[src/rtl/lct_pkg.sv]
package lct_pkg;

  // How an incoming load obtains its slot.
  typedef enum logic [1:0] {
    SEL_NONE,
    SEL_REUSE,
    SEL_FREE,
    SEL_EVICT
  } alloc_kind_e;

endpackage

[src/rtl/lct_cam.sv]
module lct_cam #(
  parameter int N     = 16,
  parameter int TAG_W = 6,
  parameter int BLK_W = 29
) (
  input  logic [N-1:0]            ent_valid,
  input  logic [N-1:0][TAG_W-1:0] ent_tag,
  input  logic [N-1:0][BLK_W-1:0] ent_blk,
  input  logic                    st_valid,
  input  logic [BLK_W-1:0]        st_blk,
  input  logic                    chk_valid,
  input  logic [TAG_W-1:0]        chk_tag,
  input  logic                    ins_valid,
  input  logic [TAG_W-1:0]        ins_tag,
  output logic [N-1:0]            st_hit,
  output logic [N-1:0]            chk_hit,
  output logic [N-1:0]            ins_hit
);

  // One comparator set per entry, all evaluated in parallel.
  for (genvar i = 0; i < N; i++) begin : g_cmp
    assign st_hit[i]  = ent_valid[i] & st_valid  & (ent_blk[i] == st_blk);
    assign chk_hit[i] = ent_valid[i] & chk_valid & (ent_tag[i] == chk_tag);
    assign ins_hit[i] = ent_valid[i] & ins_valid & (ent_tag[i] == ins_tag);
  end

endmodule

[src/rtl/lct_alloc.sv]
module lct_alloc
  import lct_pkg::*;
#(
  parameter int N = 16
) (
  input  logic         clk,
  input  logic         rst,
  input  logic         ins_valid,
  input  logic [N-1:0] ent_valid,
  input  logic [N-1:0] ins_hit,
  output logic [N-1:0] wr_vec
);

  localparam int IDX_W = (N > 1) ? $clog2(N) : 1;
  localparam logic [IDX_W-1:0] LAST = IDX_W'(N - 1);

  logic [IDX_W-1:0] rr_q;
  logic [IDX_W-1:0] hit_idx, free_idx, sel;
  alloc_kind_e      kind;

  // Priority encoders: lowest index wins.
  always_comb begin
    hit_idx  = '0;
    free_idx = '0;
    for (int i = N - 1; i >= 0; i--) begin
      if (ins_hit[i])    hit_idx  = IDX_W'(i);
      if (!ent_valid[i]) free_idx = IDX_W'(i);
    end
  end

  always_comb begin
    kind = SEL_NONE;
    sel  = '0;
    if (ins_valid) begin
      if (|ins_hit) begin
        kind = SEL_REUSE;
        sel  = hit_idx;
      end else if (!(&ent_valid)) begin
        kind = SEL_FREE;
        sel  = free_idx;
      end else begin
        kind = SEL_EVICT;
        sel  = rr_q;
      end
    end
  end

  for (genvar i = 0; i < N; i++) begin : g_wr
    assign wr_vec[i] = (kind != SEL_NONE) && (sel == IDX_W'(i));
  end

  // Rotating victim pointer moves only on a real replacement.
  always_ff @(posedge clk) begin
    if (rst) begin
      rr_q <= '0;
    end else if (kind == SEL_EVICT) begin
      rr_q <= (rr_q == LAST) ? '0 : rr_q + 1'b1;
    end
  end

endmodule

[src/rtl/lct_entries.sv]
module lct_entries #(
  parameter int N     = 16,
  parameter int TAG_W = 6,
  parameter int BLK_W = 29
) (
  input  logic                    clk,
  input  logic                    rst,
  input  logic [N-1:0]            wr_vec,
  input  logic [N-1:0]            kill_vec,
  input  logic [TAG_W-1:0]        wr_tag,
  input  logic [BLK_W-1:0]        wr_blk,
  output logic [N-1:0]            ent_valid,
  output logic [N-1:0][TAG_W-1:0] ent_tag,
  output logic [N-1:0][BLK_W-1:0] ent_blk
);

  for (genvar i = 0; i < N; i++) begin : g_ent
    // Valid bit: a write outranks a kill in the same cycle.
    always_ff @(posedge clk) begin
      if (rst) begin
        ent_valid[i] <= 1'b0;
      end else if (wr_vec[i]) begin
        ent_valid[i] <= 1'b1;
      end else if (kill_vec[i]) begin
        ent_valid[i] <= 1'b0;
      end
    end

    // Payload needs no reset; it is qualified by the valid bit.
    always_ff @(posedge clk) begin
      if (wr_vec[i]) begin
        ent_tag[i] <= wr_tag;
        ent_blk[i] <= wr_blk;
      end
    end
  end

endmodule

[src/rtl/ld_conflict_table.sv]
module ld_conflict_table #(
  parameter int ENTRIES = 16,
  parameter int TAG_W   = 6,
  parameter int ADDR_W  = 32,
  parameter int OFF_W   = 3
) (
  input  logic              clk,
  input  logic              rst,
  input  logic              ld_valid,
  input  logic [TAG_W-1:0]  ld_tag,
  input  logic [ADDR_W-1:0] ld_addr,
  input  logic              st_valid,
  input  logic [ADDR_W-1:0] st_addr,
  input  logic              chk_valid,
  input  logic [TAG_W-1:0]  chk_tag,
  output logic              chk_done,
  output logic              chk_replay
);

  localparam int BLK_W = ADDR_W - OFF_W;

  logic [BLK_W-1:0] st_blk, ld_blk;
  logic             unused_low;

  logic [ENTRIES-1:0]            ent_valid;
  logic [ENTRIES-1:0][TAG_W-1:0] ent_tag;
  logic [ENTRIES-1:0][BLK_W-1:0] ent_blk;
  logic [ENTRIES-1:0]            st_hit, chk_hit, ins_hit, wr_vec, kill_vec;
  logic                          chk_clean;

  // Only the block part of an address takes part in conflicts.
  assign st_blk     = st_addr[ADDR_W-1:OFF_W];
  assign ld_blk     = ld_addr[ADDR_W-1:OFF_W];
  assign unused_low = ^{st_addr[OFF_W-1:0], ld_addr[OFF_W-1:0]};

  lct_cam #(.N(ENTRIES), .TAG_W(TAG_W), .BLK_W(BLK_W)) u_cam (
    .ent_valid (ent_valid),
    .ent_tag   (ent_tag),
    .ent_blk   (ent_blk),
    .st_valid  (st_valid),
    .st_blk    (st_blk),
    .chk_valid (chk_valid),
    .chk_tag   (chk_tag),
    .ins_valid (ld_valid),
    .ins_tag   (ld_tag),
    .st_hit    (st_hit),
    .chk_hit   (chk_hit),
    .ins_hit   (ins_hit)
  );

  lct_alloc #(.N(ENTRIES)) u_alloc (
    .clk       (clk),
    .rst       (rst),
    .ins_valid (ld_valid),
    .ent_valid (ent_valid),
    .ins_hit   (ins_hit),
    .wr_vec    (wr_vec)
  );

  // Both a conflicting store and a check retire an entry.
  assign kill_vec = st_hit | chk_hit;

  lct_entries #(.N(ENTRIES), .TAG_W(TAG_W), .BLK_W(BLK_W)) u_entries (
    .clk       (clk),
    .rst       (rst),
    .wr_vec    (wr_vec),
    .kill_vec  (kill_vec),
    .wr_tag    (ld_tag),
    .wr_blk    (ld_blk),
    .ent_valid (ent_valid),
    .ent_tag   (ent_tag),
    .ent_blk   (ent_blk)
  );

  // The store of this cycle is applied before the check looks.
  assign chk_clean = |(chk_hit & ~st_hit);

  always_ff @(posedge clk) begin
    if (rst) begin
      chk_done   <= 1'b0;
      chk_replay <= 1'b0;
    end else begin
      chk_done   <= chk_valid;
      chk_replay <= chk_valid & ~chk_clean;
    end
  end

endmodule

[config.mk]
export PLATFORM = sky130hd
export DESIGN_NAME = ld_conflict_table
export DESIGN_NICKNAME = d
export VERILOG_FILES = /design/src/rtl/lct_pkg.sv /design/src/rtl/lct_cam.sv /design/src/rtl/lct_alloc.sv /design/src/rtl/lct_entries.sv /design/src/rtl/ld_conflict_table.sv
export SDC_FILE = /design/constraint.sdc
export NUM_CORES = 1
export LEC_CHECK = 0
export BUFFER_PORTS_ARGS = -buffer_cell sky130_fd_sc_hd__buf_2
export CORE_MARGIN = 2
export CORE_UTILIZATION = 60
export CTS_BUF_LIST = sky130_fd_sc_hd__clkbuf_4 sky130_fd_sc_hd__clkbuf_8
export CTS_CLUSTER_DIAMETER = 100
export DETAILED_ROUTE_END_ITERATION = 8
export GPL_TIMING_DRIVEN = 0
export PLACE_DENSITY_LB_ADDON = 0.08
export SYNTH_ARGS = -nofsm -noshare
export SYNTH_HDL_FRONTEND = slang
export SYNTH_SLANG_ARGS = --single-unit
[constraint.sdc]
create_clock -name clk -period 14.1 [get_ports clk]
set_input_delay 2.115 -clock clk [delete_from_list [all_inputs] [get_ports clk]]
set_output_delay 2.115 -clock clk [all_outputs]
set_load 0.05 [all_outputs]
======== Word level (Yosys, flattened, before mapping) ========
Index checks and enable logic that the tools add are counted.
operators by class
  reduce and logical (&&, ||, !) cells .... 37
  multiplexer cells ....................... 71
  bitwise gates (word level) .............. 101
  add/sub/neg operators ................... 1
  equal/unequal tests ..................... 65
operator list
  cell                   number
  $eq A29 B29 Y1         16
  $eq A6 B6 Y1           32
  $mux W4                36
  $and A1 B1 Y1          97
  $eq A4 B4 Y1 const B   9
  $reduce_bool A2 Y1     17
  $mux W1                33
  $reduce_or A16 Y1      2
  $and A16 B16 Y16       1
  $eq A4 B3 Y1 const B   4
  $logic_and A1 B1 Y1    16
  $not A16 Y16           1
  $or A16 B16 Y16        1
  $reduce_and A16 Y1     1
  $eq A4 B2 Y1 const B   2
  $add A4 B1 Y4 const B  1
  $eq A4 B1 Y1 const B   1
  $logic_not A4 Y1       1
  $mux W2                2
  $eq A2 B2 Y1 const B   1
  $not A1 Y1             1
storage, ports and cells
  output and inout port bits .............. 2
  register bits after elaboration ......... 582

======== Depth between registers and ports, before layout ========
  depth in word-level cells ............... 23
  mapped depth ............................ 12
  mapped depth without buffers ............ 9

======== Hierarchy ========
A second synthesis with hierarchy kept.
second synthesis, totals
  cells, all modules ...................... 1791
  area total of the unflattened synthesis .. 26778.2 um^2
modules (own cells, without submodules)
  module             area an instance (um^2)  instances  cells each  sequential area each (um^2)
  lct_entries        17445.5                  1          626         17136.4
  lct_cam            8114.0                   1          1000        0.0
  lct_alloc          924.6                    1          119         80.1
  ld_conflict_table  294.0                    1          46          40.0

======== Least setup slack after synthesis ========
OpenSTA, ideal clock, no wires.
  path type ............................... in2reg
  start ................................... input port ld_tag[4]
  end ..................................... register u_entries.ent_blk[406] (netlist bit) (enable)
  slack ................................... 7225 ps
  cell stages on the path ................. 11
  library setup time ...................... 478 ps
  arrival time ............................ 6397 ps
  buffers on the path ..................... 3
  cell sequence ........................... buf_6 > buf_12 > xor2_1 > nor4_1 > nand4_1 > nand2b_1 > a31o_1 > a211oi_2 > nor3_1 > buf_2 > nor3b_1
on the way
  cells in the longest elaborated chain, start to end .. 22
  elaborated cells between the ends (all ways) .. 56
  classes of those cells .................. eq/ne (17); mux (20); bitwise (16); reduce/logical (3)
RTL lines
  what                           line                     text
  start, declared                ld_conflict_table.sv:10  input logic [TAG_W-1:0] ld_tag,
  $eq A6 B6 Y1                   lct_cam.sv:24            assign ins_hit[i] = ent_valid[i] & ins_valid & (ent_tag[i] == ins_tag);
  $and A1 B1 Y1                  lct_cam.sv:24
  $mux W4 (16 in series)         lct_alloc.sv:26          if (ins_hit[i]) hit_idx = IDX_W'(i);
  $mux W4                        lct_alloc.sv:35          if (|ins_hit) begin
  $mux W4                        lct_alloc.sv:34          if (ins_valid) begin
  $eq A4 B4 Y1                   lct_alloc.sv:49          assign wr_vec[i] = (kind != SEL_NONE) && (sel == IDX_W'(i));
  $logic_and A1 B1 Y1 (*)        lct_alloc.sv:49
  via u_alloc.wr_vec[14]         lct_alloc.sv:11          output logic [N-1:0] wr_vec
  end signal, assigned by index  lct_entries.sv:33        ent_blk[i] <= wr_blk;
  end, declared                  lct_entries.sv:14        output logic [N-1:0][BLK_W-1:0] ent_blk
The timed path passes the listed nets; every way through them passes the cells marked *.
A chain may end at the register's enable or synchronous reset.

======== Final worst setup path ========
  start ................................... input port st_addr[15]
  end ..................................... register chk_replay
on the way
  cells in the longest elaborated chain, start to end .. 7
  elaborated cells between the ends (all ways) .. 37
  classes of those cells .................. eq/ne (16); bitwise (20); reduce/logical (1)
RTL lines
  what                   line                     text
  start, declared        ld_conflict_table.sv:13  input logic [ADDR_W-1:0] st_addr,
  $eq A29 B29 Y1         lct_cam.sv:22            assign st_hit[i] = ent_valid[i] & st_valid & (ent_blk[i] == st_blk);
  $and A1 B1 Y1          lct_cam.sv:22
  $not A16 Y16 (*)       ld_conflict_table.sv:76  assign chk_clean = |(chk_hit & ~st_hit);
  $and A16 B16 Y16 (*)   ld_conflict_table.sv:76
  $reduce_or A16 Y1 (*)  ld_conflict_table.sv:76
  $not A1 Y1 (*)         ld_conflict_table.sv:84  chk_replay <= chk_valid & ~chk_clean;
  $and A1 B1 Y1 (*)      ld_conflict_table.sv:84
  end signal, assigned   ld_conflict_table.sv:84
  end, declared          ld_conflict_table.sv:17  output logic chk_replay
Every way passes the cells marked *; elsewhere a longest branch is shown, timed or not.

==> impl_metrics.csv <==
group,metric,value,unit
routing,first_iter_violations,2169,
yosys,synth_top_area_cell,"edfxtp_1",
final_layout,nFillCells,3084,
grt,grtUsageTotal,34.1,%
floorplan,die_x,213,um
place,dp_hpwl,46900,um
power,ir_drop,88.1,uV
critical_path,worstPathMaxFanout,10,
routing,vias,15900,
cts,cts_resized,0,
timing,tightest_slew,1.48,ns
yosys,syn_inst,1772,
critical_path,critPathKind,"input port to register",
outcome,outcome,"complete, no violations",
cts,htree_levels,3,
yosys,synth.distinct_cells,59,
routing,drtPass1Iterations,5,
power,power_leakage,9.45,nW
routing,wl_per_cell,29.1,um
final_layout,drive_gt1_share,12.2,%
yosys,yosysWarnings,0,
worst_hold_path,min_path_type,"register to register",
critical_path,path_delay_family,"simple AND/OR/NAND/NOR gates",
cts,cts.sinks,582,
cts,root_buffer,"clkbuf_8",
grt,grt_overflow,0,
floorplan,io_pins,83,
timing,finalSetupTns,0,ns
timing,finalMaxSlewViolations,0,
routing,antenna_left,0,
critical_path,cp_slowest_cell,"clkbuf_1",
place,globalplace.congestion,0.929,
grt,antenna_found_initial,4,
cts,cts_tree,"done",
final_layout,seqCellArea,17300,um^2
routing,avgViaCountPerCell,6.15,
routing,drt-total-wl,75100,um
critical_path,required,14.67,ns
final_layout,multiInputGateArea,8440,um^2
floorplan,die_area,45200,um^2
power,powerDensity,124,nW/um^2
yosys,ys_async_sr_fraction,0,%
grt,grt_pass1_vias,15500,
timing,fmax,0.172,GHz
critical_path,worst_path_largest_cell_delay,1.01,ns
yosys,syn_area,26100,um^2
timing,hold_viol,0,
yosys,yosysSeqAreaShare,66.0,%
grt,grt_pass1_wl,106000,um
yosys,synth_top_area_share,64.3,%
floorplan,die_h,213,um
timing,period_share,41.1,%
cts,numCtsBuffers,93,
cts,cts_setup_buffers,0,
final_layout,syn_to_final_growth,12.0,%
floorplan,initial_core_util,60.7,%
critical_path,path_cells,"clkbuf_1 > clkbuf_1 > xnor2_1 > nand4_1 > nor4_1 > o22ai_1 > or2_2 > nor4_1 > o2111ai_1 > nor2_1",
critical_path,cp.arrival,6.37,ns
final_layout,diodes,0,
yosys,avgSynthCellArea,14.7,um^2
cts,ctsHoldBuffers,0,
critical_path,rrSetupSlack,9.96,ns
cts,insertion_delay,0.67,ns
job,max-cap-violations,0,
grt,grt_max_degree,36,
floorplan,design.core.area,43100,um^2
yosys,synth-edff-count,560,
floorplan,row_count,76,
timing,maxSlewHeadroom,1.11,%
timing,min_period,5.80,ns
yosys,yosys_most_used_dff,"edfxtp_1",
yosys,synthTopCellsByArea,"edfxtp_1, xor2_1, xnor2_1, nor4_1, nand4_1",
timing,skew,0.0431,ns
yosys,syn_nets,1854,
cts,cts.path.max_buffers,3,
cts,clkTransAtPathRegs,0.05,ns
critical_path,end_kind,"register",
routing,drcViolationCount,0,
timing,setup_violations,0,
place,place.port_buffers,40,
critical_path,critical_path_buf_inv_count,2,
final_layout,final_util,68.0,%
critical_path,start_kind,"input port",
final_layout,finalNetCount,2005,
timing,rsz0062_at_grt,"false",
yosys,synth_seq_cells,582,
==> placed cells by master, fill, tap and decap left out, types with 33 or more instances in the layout <==
cell type,instances
nand4_1,97
buf_2,43
xor2_1,392
xnor2_1,261
edfxtp_1,560
clkbuf_8,99
nand2_1,36
clkbuf_1,67
clkbuf_4,33
nor4_1,109
==> worst min-delay path, cell delays in order, from the launching register on <==
cell     delay, ns
dfxtp_1       0.33
o21ai_0       0.10
a21oi_1       0.07
==> state kept, by name, indices dropped and copies added, names as in the netlist <==
name / flops
u_alloc.rr_q: 4
chk_done: 1
u_entries.ent_blk: 464
u_entries.ent_tag: 96
u_entries.ent_valid: 16
chk_replay: 1
==> synth_stat cells (all sizes together) (2+ instances only) <==
| cell | n |
|---|---|
| a21boi | 2 |
| a21oi | 9 |
| a31oi | 4 |
| and3 | 5 |
| and4 | 4 |
| buf | 26 |
| clkbuf | 67 |
| dfxtp | 22 |
| edfxtp | 560 |
| inv | 12 |
| mux2i | 2 |
| nand2 | 36 |
| nand2b | 12 |
| nand3 | 21 |
| nand3b | 17 |
| nand4 | 101 |
| nor2 | 26 |
| nor2b | 3 |
| nor3 | 21 |
| nor4 | 110 |
| o2111ai | 3 |
| o211ai | 3 |
| o21ai | 9 |
| o21ba | 2 |
| o22ai | 12 |
| o32ai | 3 |
| or2 | 5 |
| or3 | 4 |
| or4 | 2 |
| xnor2 | 261 |
| xor2 | 392 |
==> through the flow <==
stage          std cells  hold slack [ns]  power [mW]  worst slack, ns  cell area [um^2]
2_1_floorplan       1772            0.471        2.10             7.22             26100
3_3_place_gp        2397            0.495        2.21             4.95             27100
3_5_place_dp        2411            0.530        2.21             7.62             27400
4_1_cts             2576            0.539        3.63             8.31             29200
5_1_grt             2578            0.560        3.72             7.98             29300
6_report            2578            0.547        3.62             8.30             29300
==> where the power goes <==
part	internal (mW)	switching (mW)	leakage, nW
combinational	0.0748	0.180	3.24
sequential	1.91	0.00855	5.24
clock	0.789	0.655	0.975
==> final timing paths <==
path | from | cells past startpoint | endpoint
max reg2reg | u_entries.ent_valid[7]$_SDFFE_PP0P_ | 10 | u_entries.ent_blk[45]$_DFFE_PP_
min reg2reg | u_alloc.rr_q[3]$_SDFFE_PP0N_ | 2 | u_alloc.rr_q[3]$_SDFFE_PP0N_
max | st_addr[15] | 10 | chk_replay$_SDFF_PP0_
min | u_alloc.rr_q[3]$_SDFFE_PP0N_ | 2 | u_alloc.rr_q[3]$_SDFFE_PP0N_
==> area by class of cell <==
class                   instances  share of cell area [%]
clock inverters                33                   0.799
repair buffers                 56                    1.64
plain buffers                  93                    1.63
clock buffers                 132                    5.50
well taps                     585                    2.50
inverters                      12                   0.154
multi-input cells            1085                    28.8
flip-flops and latches        582                    58.9
==> per-layer routing <==
| layer | track usage (%) | part of all wire (%) | routed length, um | vias up |
|---|---|---|---|---|
| met4 | 12.8 | 3.7 | 2760 | 2 |
| met3 | 5.41 | 10 | 7540 | 183 |
| met5 | 0 | 0.021 | 16 | - |
| li1 | - | - | - | 6792 |
| met1 | 47.0 | 39 | 29100 | 7950 |
| met2 | 55.4 | 48 | 35700 | 923 |
==> kinds of logic after synthesis <==
group	count (synthesis)	synth area share (%)
xor gates and xnor gates	653	21.9
DFF	582	66.0
and+or+nand+nor	370	8.37
buffers and inverters	105	2.00
AOI/OAI and AO/OA	59	1.59
muxes	2	0.0766
adders and majority gates	1	0.0479
No activity file was read; power rests on OpenSTA's default activity.
